<file path="config.mk">
export PLATFORM = sky130hd
export DESIGN_NAME = npc_predictor
export DESIGN_NICKNAME = d
export VERILOG_FILES = /design/src/rtl/npc_pkg.sv /design/src/rtl/npc_tgt_cache.sv /design/src/rtl/npc_gshare.sv /design/src/rtl/npc_ret_stack.sv /design/src/rtl/npc_predictor.sv
export SDC_FILE = /design/constraint.sdc
export NUM_CORES = 2
export LEC_CHECK = 0
export BUFFER_PORTS_ARGS = -buffer_cell sky130_fd_sc_hd__buf_2
export CAP_MARGIN = 40
export CORE_MARGIN = 5
export CORE_UTILIZATION = 40
export DETAILED_ROUTE_END_ITERATION = 16
export GPL_ROUTABILITY_DRIVEN = 0
export PLACE_DENSITY_LB_ADDON = 0.3
export SYNTH_ARGS = -nofsm -noshare
export SYNTH_HDL_FRONTEND = slang
export SYNTH_SLANG_ARGS = --single-unit
</file>
<file path="constraint.sdc">
create_clock -name clk -period 5.2 [get_ports clk]
set_input_delay 0.26 -clock clk [delete_from_list [all_inputs] [get_ports clk]]
set_output_delay 0.26 -clock clk [all_outputs]
set_load 0.05 [all_outputs]
</file>
<file path="src/rtl/npc_pkg.sv">
package npc_pkg;
   typedef enum logic [1:0] {
      K_COND = 2'b00,
      K_JUMP = 2'b01,
      K_CALL = 2'b10,
      K_RET  = 2'b11
   } cf_kind_e;
endpackage

</file>
<file path="src/rtl/npc_tgt_cache.sv">
module npc_tgt_cache #(
   parameter int PC_W   = 32,
   parameter int OFF_W  = 2,
   parameter int ENTRIES = 16
) (
   input  logic                  clk,
   input  logic                  rst_n,
   input  logic [PC_W-OFF_W-1:0] lk_word,
   output logic                  lk_hit,
   output logic [PC_W-1:0]       lk_tgt,
   output logic [1:0]            lk_kind,
   input  logic                  up_valid,
   input  logic                  up_taken,
   input  logic [PC_W-OFF_W-1:0] up_word,
   input  logic [PC_W-1:0]       up_tgt,
   input  logic [1:0]            up_kind
);
   localparam int IDX_W = $clog2(ENTRIES);
   localparam int TAG_W = PC_W - OFF_W - IDX_W;

   generate
      if (ENTRIES != (1 << IDX_W)) begin : g_bad_entries
         $error("npc_tgt_cache: ENTRIES must be a power of two");
      end
      if (TAG_W < 1) begin : g_bad_tag
         $error("npc_tgt_cache: no tag bits left");
      end
   endgenerate

   logic [ENTRIES-1:0] valid_q;
   logic [TAG_W-1:0]   tag_q  [ENTRIES];
   logic [PC_W-1:0]    tgt_q  [ENTRIES];
   logic [1:0]         kind_q [ENTRIES];

   logic [IDX_W-1:0] rd_i, wr_i;
   assign rd_i = lk_word[IDX_W-1:0];
   assign wr_i = up_word[IDX_W-1:0];

   // Reads come from the registered arrays, so a same-cycle write is not seen.
   assign lk_hit  = valid_q[rd_i] && (tag_q[rd_i] == lk_word[PC_W-OFF_W-1:IDX_W]);
   assign lk_tgt  = tgt_q[rd_i];
   assign lk_kind = kind_q[rd_i];

   always_ff @(posedge clk or negedge rst_n) begin
      if (!rst_n) begin
         valid_q <= '0;
         for (int i = 0; i < ENTRIES; i++) begin
            tag_q[i]  <= '0;
            tgt_q[i]  <= '0;
            kind_q[i] <= '0;
         end
      end else if (up_valid && up_taken) begin
         valid_q[wr_i] <= 1'b1;
         tag_q[wr_i]   <= up_word[PC_W-OFF_W-1:IDX_W];
         tgt_q[wr_i]   <= up_tgt;
         kind_q[wr_i]  <= up_kind;
      end
   end

   // a not-taken commit leaves every valid bit untouched
   a_r7_nt_no_alloc: assert property (@(posedge clk) disable iff (!rst_n)
      (up_valid && !up_taken) |=> $stable(valid_q));

   // a taken commit leaves its entry valid
   a_r7_taken_alloc: assert property (@(posedge clk) disable iff (!rst_n)
      (up_valid && up_taken) |=> valid_q[$past(wr_i)]);
endmodule

</file>
<file path="src/rtl/npc_gshare.sv">
module npc_gshare #(
   parameter int PHT_N  = 256,
   parameter int HIST_W = 8
) (
   input  logic                      clk,
   input  logic                      rst_n,
   input  logic [$clog2(PHT_N)-1:0]  lk_bits,
   output logic [$clog2(PHT_N)-1:0]  lk_idx,
   output logic                      lk_taken,
   input  logic                      up_valid,
   input  logic                      up_taken,
   input  logic [$clog2(PHT_N)-1:0]  up_idx
);
   localparam int PIDX_W = $clog2(PHT_N);

   generate
      if (PHT_N != (1 << PIDX_W)) begin : g_bad_pht
         $error("npc_gshare: PHT_N must be a power of two");
      end
      if (HIST_W > PIDX_W) begin : g_bad_hist
         $error("npc_gshare: history wider than the counter index");
      end
   endgenerate

   logic [1:0] pht_q [PHT_N];

   generate
      if (HIST_W > 0) begin : g_hist
         logic [HIST_W-1:0] ghr_q;
         always_ff @(posedge clk or negedge rst_n) begin
            if (!rst_n)        ghr_q <= '0;
            else if (up_valid) ghr_q <= {ghr_q[HIST_W-2:0], up_taken};
         end
         assign lk_idx = lk_bits ^ PIDX_W'(ghr_q);

         // the newest outcome lands in the history LSB
         a_r6_hist_lsb: assert property (@(posedge clk) disable iff (!rst_n)
            up_valid |=> (ghr_q[0] == $past(up_taken)));
      end else begin : g_bimodal
         assign lk_idx = lk_bits;
      end
   endgenerate

   assign lk_taken = pht_q[lk_idx][1];

   always_ff @(posedge clk or negedge rst_n) begin
      if (!rst_n) begin
         for (int i = 0; i < PHT_N; i++) pht_q[i] <= 2'b01;
      end else if (up_valid) begin
         if (up_taken && pht_q[up_idx] != 2'b11)
            pht_q[up_idx] <= pht_q[up_idx] + 2'b01;
         else if (!up_taken && pht_q[up_idx] != 2'b00)
            pht_q[up_idx] <= pht_q[up_idx] - 2'b01;
      end
   end

   // counters saturate at both ends
   a_r5_sat_high: assert property (@(posedge clk) disable iff (!rst_n)
      (up_valid && up_taken && pht_q[up_idx] == 2'b11) |=> (pht_q[$past(up_idx)] == 2'b11));
   a_r5_sat_low: assert property (@(posedge clk) disable iff (!rst_n)
      (up_valid && !up_taken && pht_q[up_idx] == 2'b00) |=> (pht_q[$past(up_idx)] == 2'b00));
   // a taken commit moves weakly not-taken to weakly taken
   a_r5_step_up: assert property (@(posedge clk) disable iff (!rst_n)
      (up_valid && up_taken && pht_q[up_idx] == 2'b01) |=> (pht_q[$past(up_idx)] == 2'b10));
endmodule

</file>
<file path="src/rtl/npc_ret_stack.sv">
module npc_ret_stack #(
   parameter int PC_W  = 32,
   parameter int DEPTH = 8
) (
   input  logic            clk,
   input  logic            rst_n,
   input  logic            push,
   input  logic            pop,
   input  logic [PC_W-1:0] push_val,
   output logic [PC_W-1:0] top
);
   localparam int PTR_W = $clog2(DEPTH);

   generate
      if (DEPTH < 2 || DEPTH != (1 << PTR_W)) begin : g_bad_depth
         $error("npc_ret_stack: DEPTH must be a power of two of at least 2");
      end
   endgenerate

   logic [PC_W-1:0] mem_q [DEPTH];
   logic [PTR_W-1:0] tp_q;
   logic [PTR_W:0]   cnt_q;

   assign top = mem_q[tp_q];

   always_ff @(posedge clk or negedge rst_n) begin
      if (!rst_n) begin
         tp_q  <= '0;
         cnt_q <= '0;
         for (int i = 0; i < DEPTH; i++) mem_q[i] <= '0;
      end else if (push) begin
         // Circular: when full the slot after top is the oldest and gets overwritten.
         tp_q              <= tp_q + 1'b1;
         mem_q[tp_q + 1'b1] <= push_val;
         if (cnt_q != (PTR_W+1)'(DEPTH)) cnt_q <= cnt_q + 1'b1;
      end else if (pop && cnt_q != '0) begin
         tp_q  <= tp_q - 1'b1;
         cnt_q <= cnt_q - 1'b1;
      end
   end

   // a push makes the pushed address the new top
   a_r9_push_top: assert property (@(posedge clk) disable iff (!rst_n)
      push |=> (top == $past(push_val)));
   // popping an empty stack keeps the pointer
   a_r10_empty_pop: assert property (@(posedge clk) disable iff (!rst_n)
      (pop && !push && cnt_q == '0) |=> $stable(tp_q));
   // occupancy never exceeds the depth
   a_r10_bounded: assert property (@(posedge clk) disable iff (!rst_n)
      cnt_q <= (PTR_W+1)'(DEPTH));
endmodule

</file>
<file path="src/rtl/npc_predictor.sv">
module npc_predictor #(
   parameter int PC_W    = 32,
   parameter int INST_B  = 4,
   parameter int BTB_N   = 16,
   parameter int PHT_N   = 256,
   parameter int HIST_W  = 8,
   parameter int RAS_N   = 8
) (
   input  logic                     clk,
   input  logic                     rst_n,
   input  logic                     fetch_valid,
   input  logic [PC_W-1:0]          fetch_pc,
   output logic [PC_W-1:0]          pred_npc,
   output logic                     pred_taken,
   output logic [$clog2(PHT_N)-1:0] pred_pht_idx,
   input  logic                     cm_valid,
   input  logic [PC_W-1:0]          cm_pc,
   input  logic                     cm_taken,
   input  logic [PC_W-1:0]          cm_target,
   input  logic [1:0]               cm_kind,
   input  logic [$clog2(PHT_N)-1:0] cm_pht_idx,
   input  logic                     cm_pred_taken,
   input  logic [PC_W-1:0]          cm_pred_npc,
   output logic                     mispredict,
   output logic [PC_W-1:0]          redirect_pc
);
   import npc_pkg::*;

   localparam int OFF_W  = $clog2(INST_B);
   localparam int PIDX_W = $clog2(PHT_N);
   localparam logic [PC_W-1:0] STEP = PC_W'(INST_B);

   generate
      if (INST_B != (1 << OFF_W)) begin : g_bad_inst
         $error("npc_predictor: INST_B must be a power of two");
      end
      if (PC_W < OFF_W + PIDX_W + 1) begin : g_bad_pc
         $error("npc_predictor: PC_W too narrow for the counter index");
      end
   endgenerate

   logic            hit;
   logic [PC_W-1:0] hit_tgt;
   logic [1:0]      hit_kind;
   logic            dir_taken;
   logic [PC_W-1:0] ras_top;
   logic [PC_W-1:0] seq_pc;
   logic            is_ret, is_call;

   npc_tgt_cache #(.PC_W(PC_W), .OFF_W(OFF_W), .ENTRIES(BTB_N)) u_cache (
      .clk      (clk),
      .rst_n    (rst_n),
      .lk_word  (fetch_pc[PC_W-1:OFF_W]),
      .lk_hit   (hit),
      .lk_tgt   (hit_tgt),
      .lk_kind  (hit_kind),
      .up_valid (cm_valid),
      .up_taken (cm_taken),
      .up_word  (cm_pc[PC_W-1:OFF_W]),
      .up_tgt   (cm_target),
      .up_kind  (cm_kind)
   );

   npc_gshare #(.PHT_N(PHT_N), .HIST_W(HIST_W)) u_dir (
      .clk      (clk),
      .rst_n    (rst_n),
      .lk_bits  (fetch_pc[OFF_W +: PIDX_W]),
      .lk_idx   (pred_pht_idx),
      .lk_taken (dir_taken),
      .up_valid (cm_valid),
      .up_taken (cm_taken),
      .up_idx   (cm_pht_idx)
   );

   // Direction only matters on a cache hit; a miss is always sequential.
   assign pred_taken = fetch_valid && hit && dir_taken;
   assign is_ret     = (hit_kind == K_RET);
   assign is_call    = (hit_kind == K_CALL);
   assign seq_pc     = fetch_pc + STEP;

   npc_ret_stack #(.PC_W(PC_W), .DEPTH(RAS_N)) u_ras (
      .clk      (clk),
      .rst_n    (rst_n),
      .push     (pred_taken && is_call),
      .pop      (pred_taken && is_ret),
      .push_val (seq_pc),
      .top      (ras_top)
   );

   always_comb begin
      if (!pred_taken) pred_npc = seq_pc;
      else if (is_ret) pred_npc = ras_top;
      else             pred_npc = hit_tgt;
   end

   // Resolution comparator
   assign redirect_pc = cm_taken ? cm_target : (cm_pc + STEP);
   assign mispredict  = cm_valid &&
                        ((cm_pred_taken != cm_taken) ||
                         (cm_taken && (cm_pred_npc != cm_target)));

   // a taken return follows the stack top
   a_r8_ret_target: assert property (@(posedge clk) disable iff (!rst_n)
      (pred_taken && hit_kind == K_RET) |-> (pred_npc == ras_top));
   // with no hit the next address is sequential
   a_r1_miss_seq: assert property (@(posedge clk) disable iff (!rst_n)
      (fetch_valid && !hit) |-> (!pred_taken && pred_npc == fetch_pc + STEP));
   // no commit, no redirect request
   a_r11_quiet: assert property (@(posedge clk) disable iff (!rst_n)
      !cm_valid |-> !mispredict);
endmodule

</file>
==> reports/results.ini <==
[timing]
max_freq_ghz = 0.195
setup_ws_ns = 0.0808
hold_viol_final = 0
rsz0062_at_grt = true
fin_crit_ns = 5.12
slew_viol_final = 0
finalClockSkew_ns = 0.0838
setup_viol = 0
fin_crit_sh_pct = 98.4
max_slew_margin_pct = 16.6
tightest_slew_ns = 1.25
holdWs_ns = 0.0942

[synthesis]
synthXorXnorAreaFrac_pct = 1.29
ys.flop_type = dfrtp_1
synth.avg_cell_area_um2 = 14.4
synth_enable_flop_cells = 0
yosysTopAreaCell = dfrtp_1
yosysSeqAreaShare_pct = 52.3
synth_compound_area_share_pct = 2.38
synth_seq_cells = 1759
syn_area_um2 = 84800
synth_simple_gate_area_share_pct = 4.39
synth_top_family_by_area = multiplexers
ys_async_sr_fraction_pct = 100
synthAdderAreaFrac_pct = 0.186
synth_nets = 6034
yosysUniqueCellTypes = 62
synth_top_area_share_pct = 44.4
syn-instance-count = 5878
synth.area.top_cells = dfrtp_1, mux2_2, mux4_2
synth.area.mux_share_pct = 36.9
ys_warn_count = 0

[grt]
gr-total-overflow = 0
antenna_found_initial = 33
grt_pass1_wl_um = 373000
grt_max_degree = 241
global_route.usage.total_pct = 22.2
grt_pass1_vias = 55300

[setup_path]
crit_type = flop to primary output
reg2reg_slack_ns = 0.52
worstPathArrival_ns = 4.86
worstSetupEndpointType = primary output
cp_max_fo = 25
cp.required_ns = 4.94
start_kind = flop

[drt]
vias = 52800
drt_iter0_drc = 3898
firstDrtPassIters = 5
routed_via_density = 5.73
postRouteAntennaNets = 0
wl_um = 247000
drcViolationCount = 0
wire_per_inst_um = 26.8

[final_layout]
post-route-util_pct = 46.8
fillers = 18400
nets = 6368
syn_to_final_growth_pct = 16.7
drive_gt1_share_pct = 51.8
fin_area_um2 = 99000

[clock_network]
clkSlewWorstSetupHoldPaths_ns = 0.06
clk_path_buf_depth = 3
tritoncts = yes
clock-sinks = 1759
cts_made_buffers = 190
htree_levels = 4
ctsRootBufferMaster = clkbuf_16
clkLatencyLatePin_ns = 0.84

[power]
p_leak_nw = 43.2
ir_drop_uv = 356
p_per_area_nw_per_um2 = 364

[die]
start_util_pct = 40.1
rows = 169
die-area_um2 = 221000
die_h_um = 470
io_pins = 218
fp.dieW_um = 470
coreArea_um2 = 211000

[placed_design]
placed_area_um2 = 91600
portBuffers = 217
dp.final_hpwl_um = 157000
place_ws_ns = -0.163

[job]
max_cap_violations = 0

[outcome]
outcome = completed

[worst_hold_path]
worst_hold_path_type = primary input to asynchronous set/reset pin

[placed cells by master, fill, tap and decap left out, types with 11 or more instances in the layout]
cell type and n:
dfrtp_1 1500, mux2_2 1490, mux4_2 582, nor2_1 535, buf_4 318, dfstp_2 256, a21oi_1 254, clkbuf_16 191
buf_2 182, nand2_1 128, mux2i_1 94, buf_12 78, o21ai_0 70, xor2_1 67, dlygate4sd3_1 60, clkbuf_8 58
xnor2_1 54, clkbuf_1 50, nand3_1 44, mux2_1 36, clkinv_2 28, inv_1 20, a22oi_1 19, diode_2 16
and3_1 16, nor2b_1 15, nand4_1 15, or2_2 15, nor2_4 14, nor4_1 12, ha_1 11
[synthesized netlist by cell type, types with 3 or more instances]
cell      instances
and2_1            4
dfrtp_1        1503
nand2b_1         14
inv_2             5
nand3_1          47
buf_1            56
nor2_1          547
nor4_1           12
or4_1             6
nor3_2            3
xnor2_1          58
o22ai_1           5
dfstp_2         256
or3_1             3
nand4b_1          4
nand2_1         136
buf_6             5
nor2b_1          15
nor4_2            3
nor3_1           11
o21ai_0          70
mux2i_1          96
buf_2            57
or2_2            15
and4_1            3
inv_1            21
a21oi_1         254
a22oi_1          19
mux2_2         1490
clkbuf_1        382
mux2_1           36
o211ai_1          3
xor2_1           67
buf_4            12
and3_1           16
nand3b_1          3
a22o_1            3
nand4_1          15
ha_1             11
mux4_2          582
[cells by family (layout without fill, tap and decap cells)]
logic type | after synthesis | count (layout)
mux | 2204 | 2204
flops | 1759 | 1759
simple gates | 864 | 864
buf+inv | 539 | 1038
compound gates | 375 | 375
xor+xnor | 125 | 125
fa+ha+maj | 12 | 12
other cells | 0 | 16
[worst paths after layout]
path | start | to | depth (start not counted)
setup / recovery | u_dir.g_hist.ghr_q[3] | pred_npc[29] | 12
hold / removal | rst_n | u_dir.pht_q[373] | 2
setup reg to reg | flop | u_dir.pht_q[403] | 17
hold reg to reg | u_cache.valid_q[4] | u_cache.valid_q[4] | 1
max in group asynchronous | rst_n | u_cache.tgt_q[414] | 3
min in group clk | cm_pc[14] | u_cache.tag_q[372] | 2
[power by group]
group          switching, mW  leakage (nW)  internal [mW]  total [mW]
sequential             0.865          22.4           15.5        16.3
clock                   5.83          3.22           8.14        14.0
combinational           2.87          17.7           2.86        5.73
[layout make-up]
type                       instances  area, µm²  share of cell area, %
clock inverter                    60        843                  0.852
multi-input combinational       3580      38600                   39.0
clock buffer                     297       5740                   5.80
timing repair buffer             655       5780                   5.84
tap                             2821       3530                   3.57
antenna                           16       40.0                 0.0405
sequential                      1759      44300                   44.8
inverter                          26        118                  0.119
[what timing repair did]
item,CTS,global route
hold endpoints to repair,1008,0
setup buffers,2,0
pin swaps,2,2
setup endpoints to repair,34,5
hold buffers,60,0
resized for setup,19,2
[worst max-delay path, stage by stage, from the launching register on]
cell and delay [ns]:
dfrtp_1 0.46, xnor2_4 0.22, inv_6 0.21, mux4_2 0.54, mux4_2 0.59, or2_2 0.33
a31oi_1 0.19, nor3_1 0.07, buf_4 0.18, o2111ai_4 0.34, buf_12 0.24, mux2_2 0.46
buf_12 0.18
[metrics by stage]
step,TNS (ns),power (mW),std cells
2_1_floorplan,0,20.0,5878
3_3_place_gp,-1.57,21.9,8757
3_5_place_dp,-2.15,22.2,8779
4_1_cts,0,36.3,9198
5_1_grt,-0.0115,37.5,9212
6_report,0,36.0,9214
[metal layers]
metal	up-vias	wire, µm	GRT usage, %
li1	22300	-	-
met3	394	11200	2.92
met2	1460	119000	35.8
met5	-	0	0
met4	0	7840	7.44
met1	28600	109000	31.1
No activity file was read; power rests on OpenSTA's default activity.
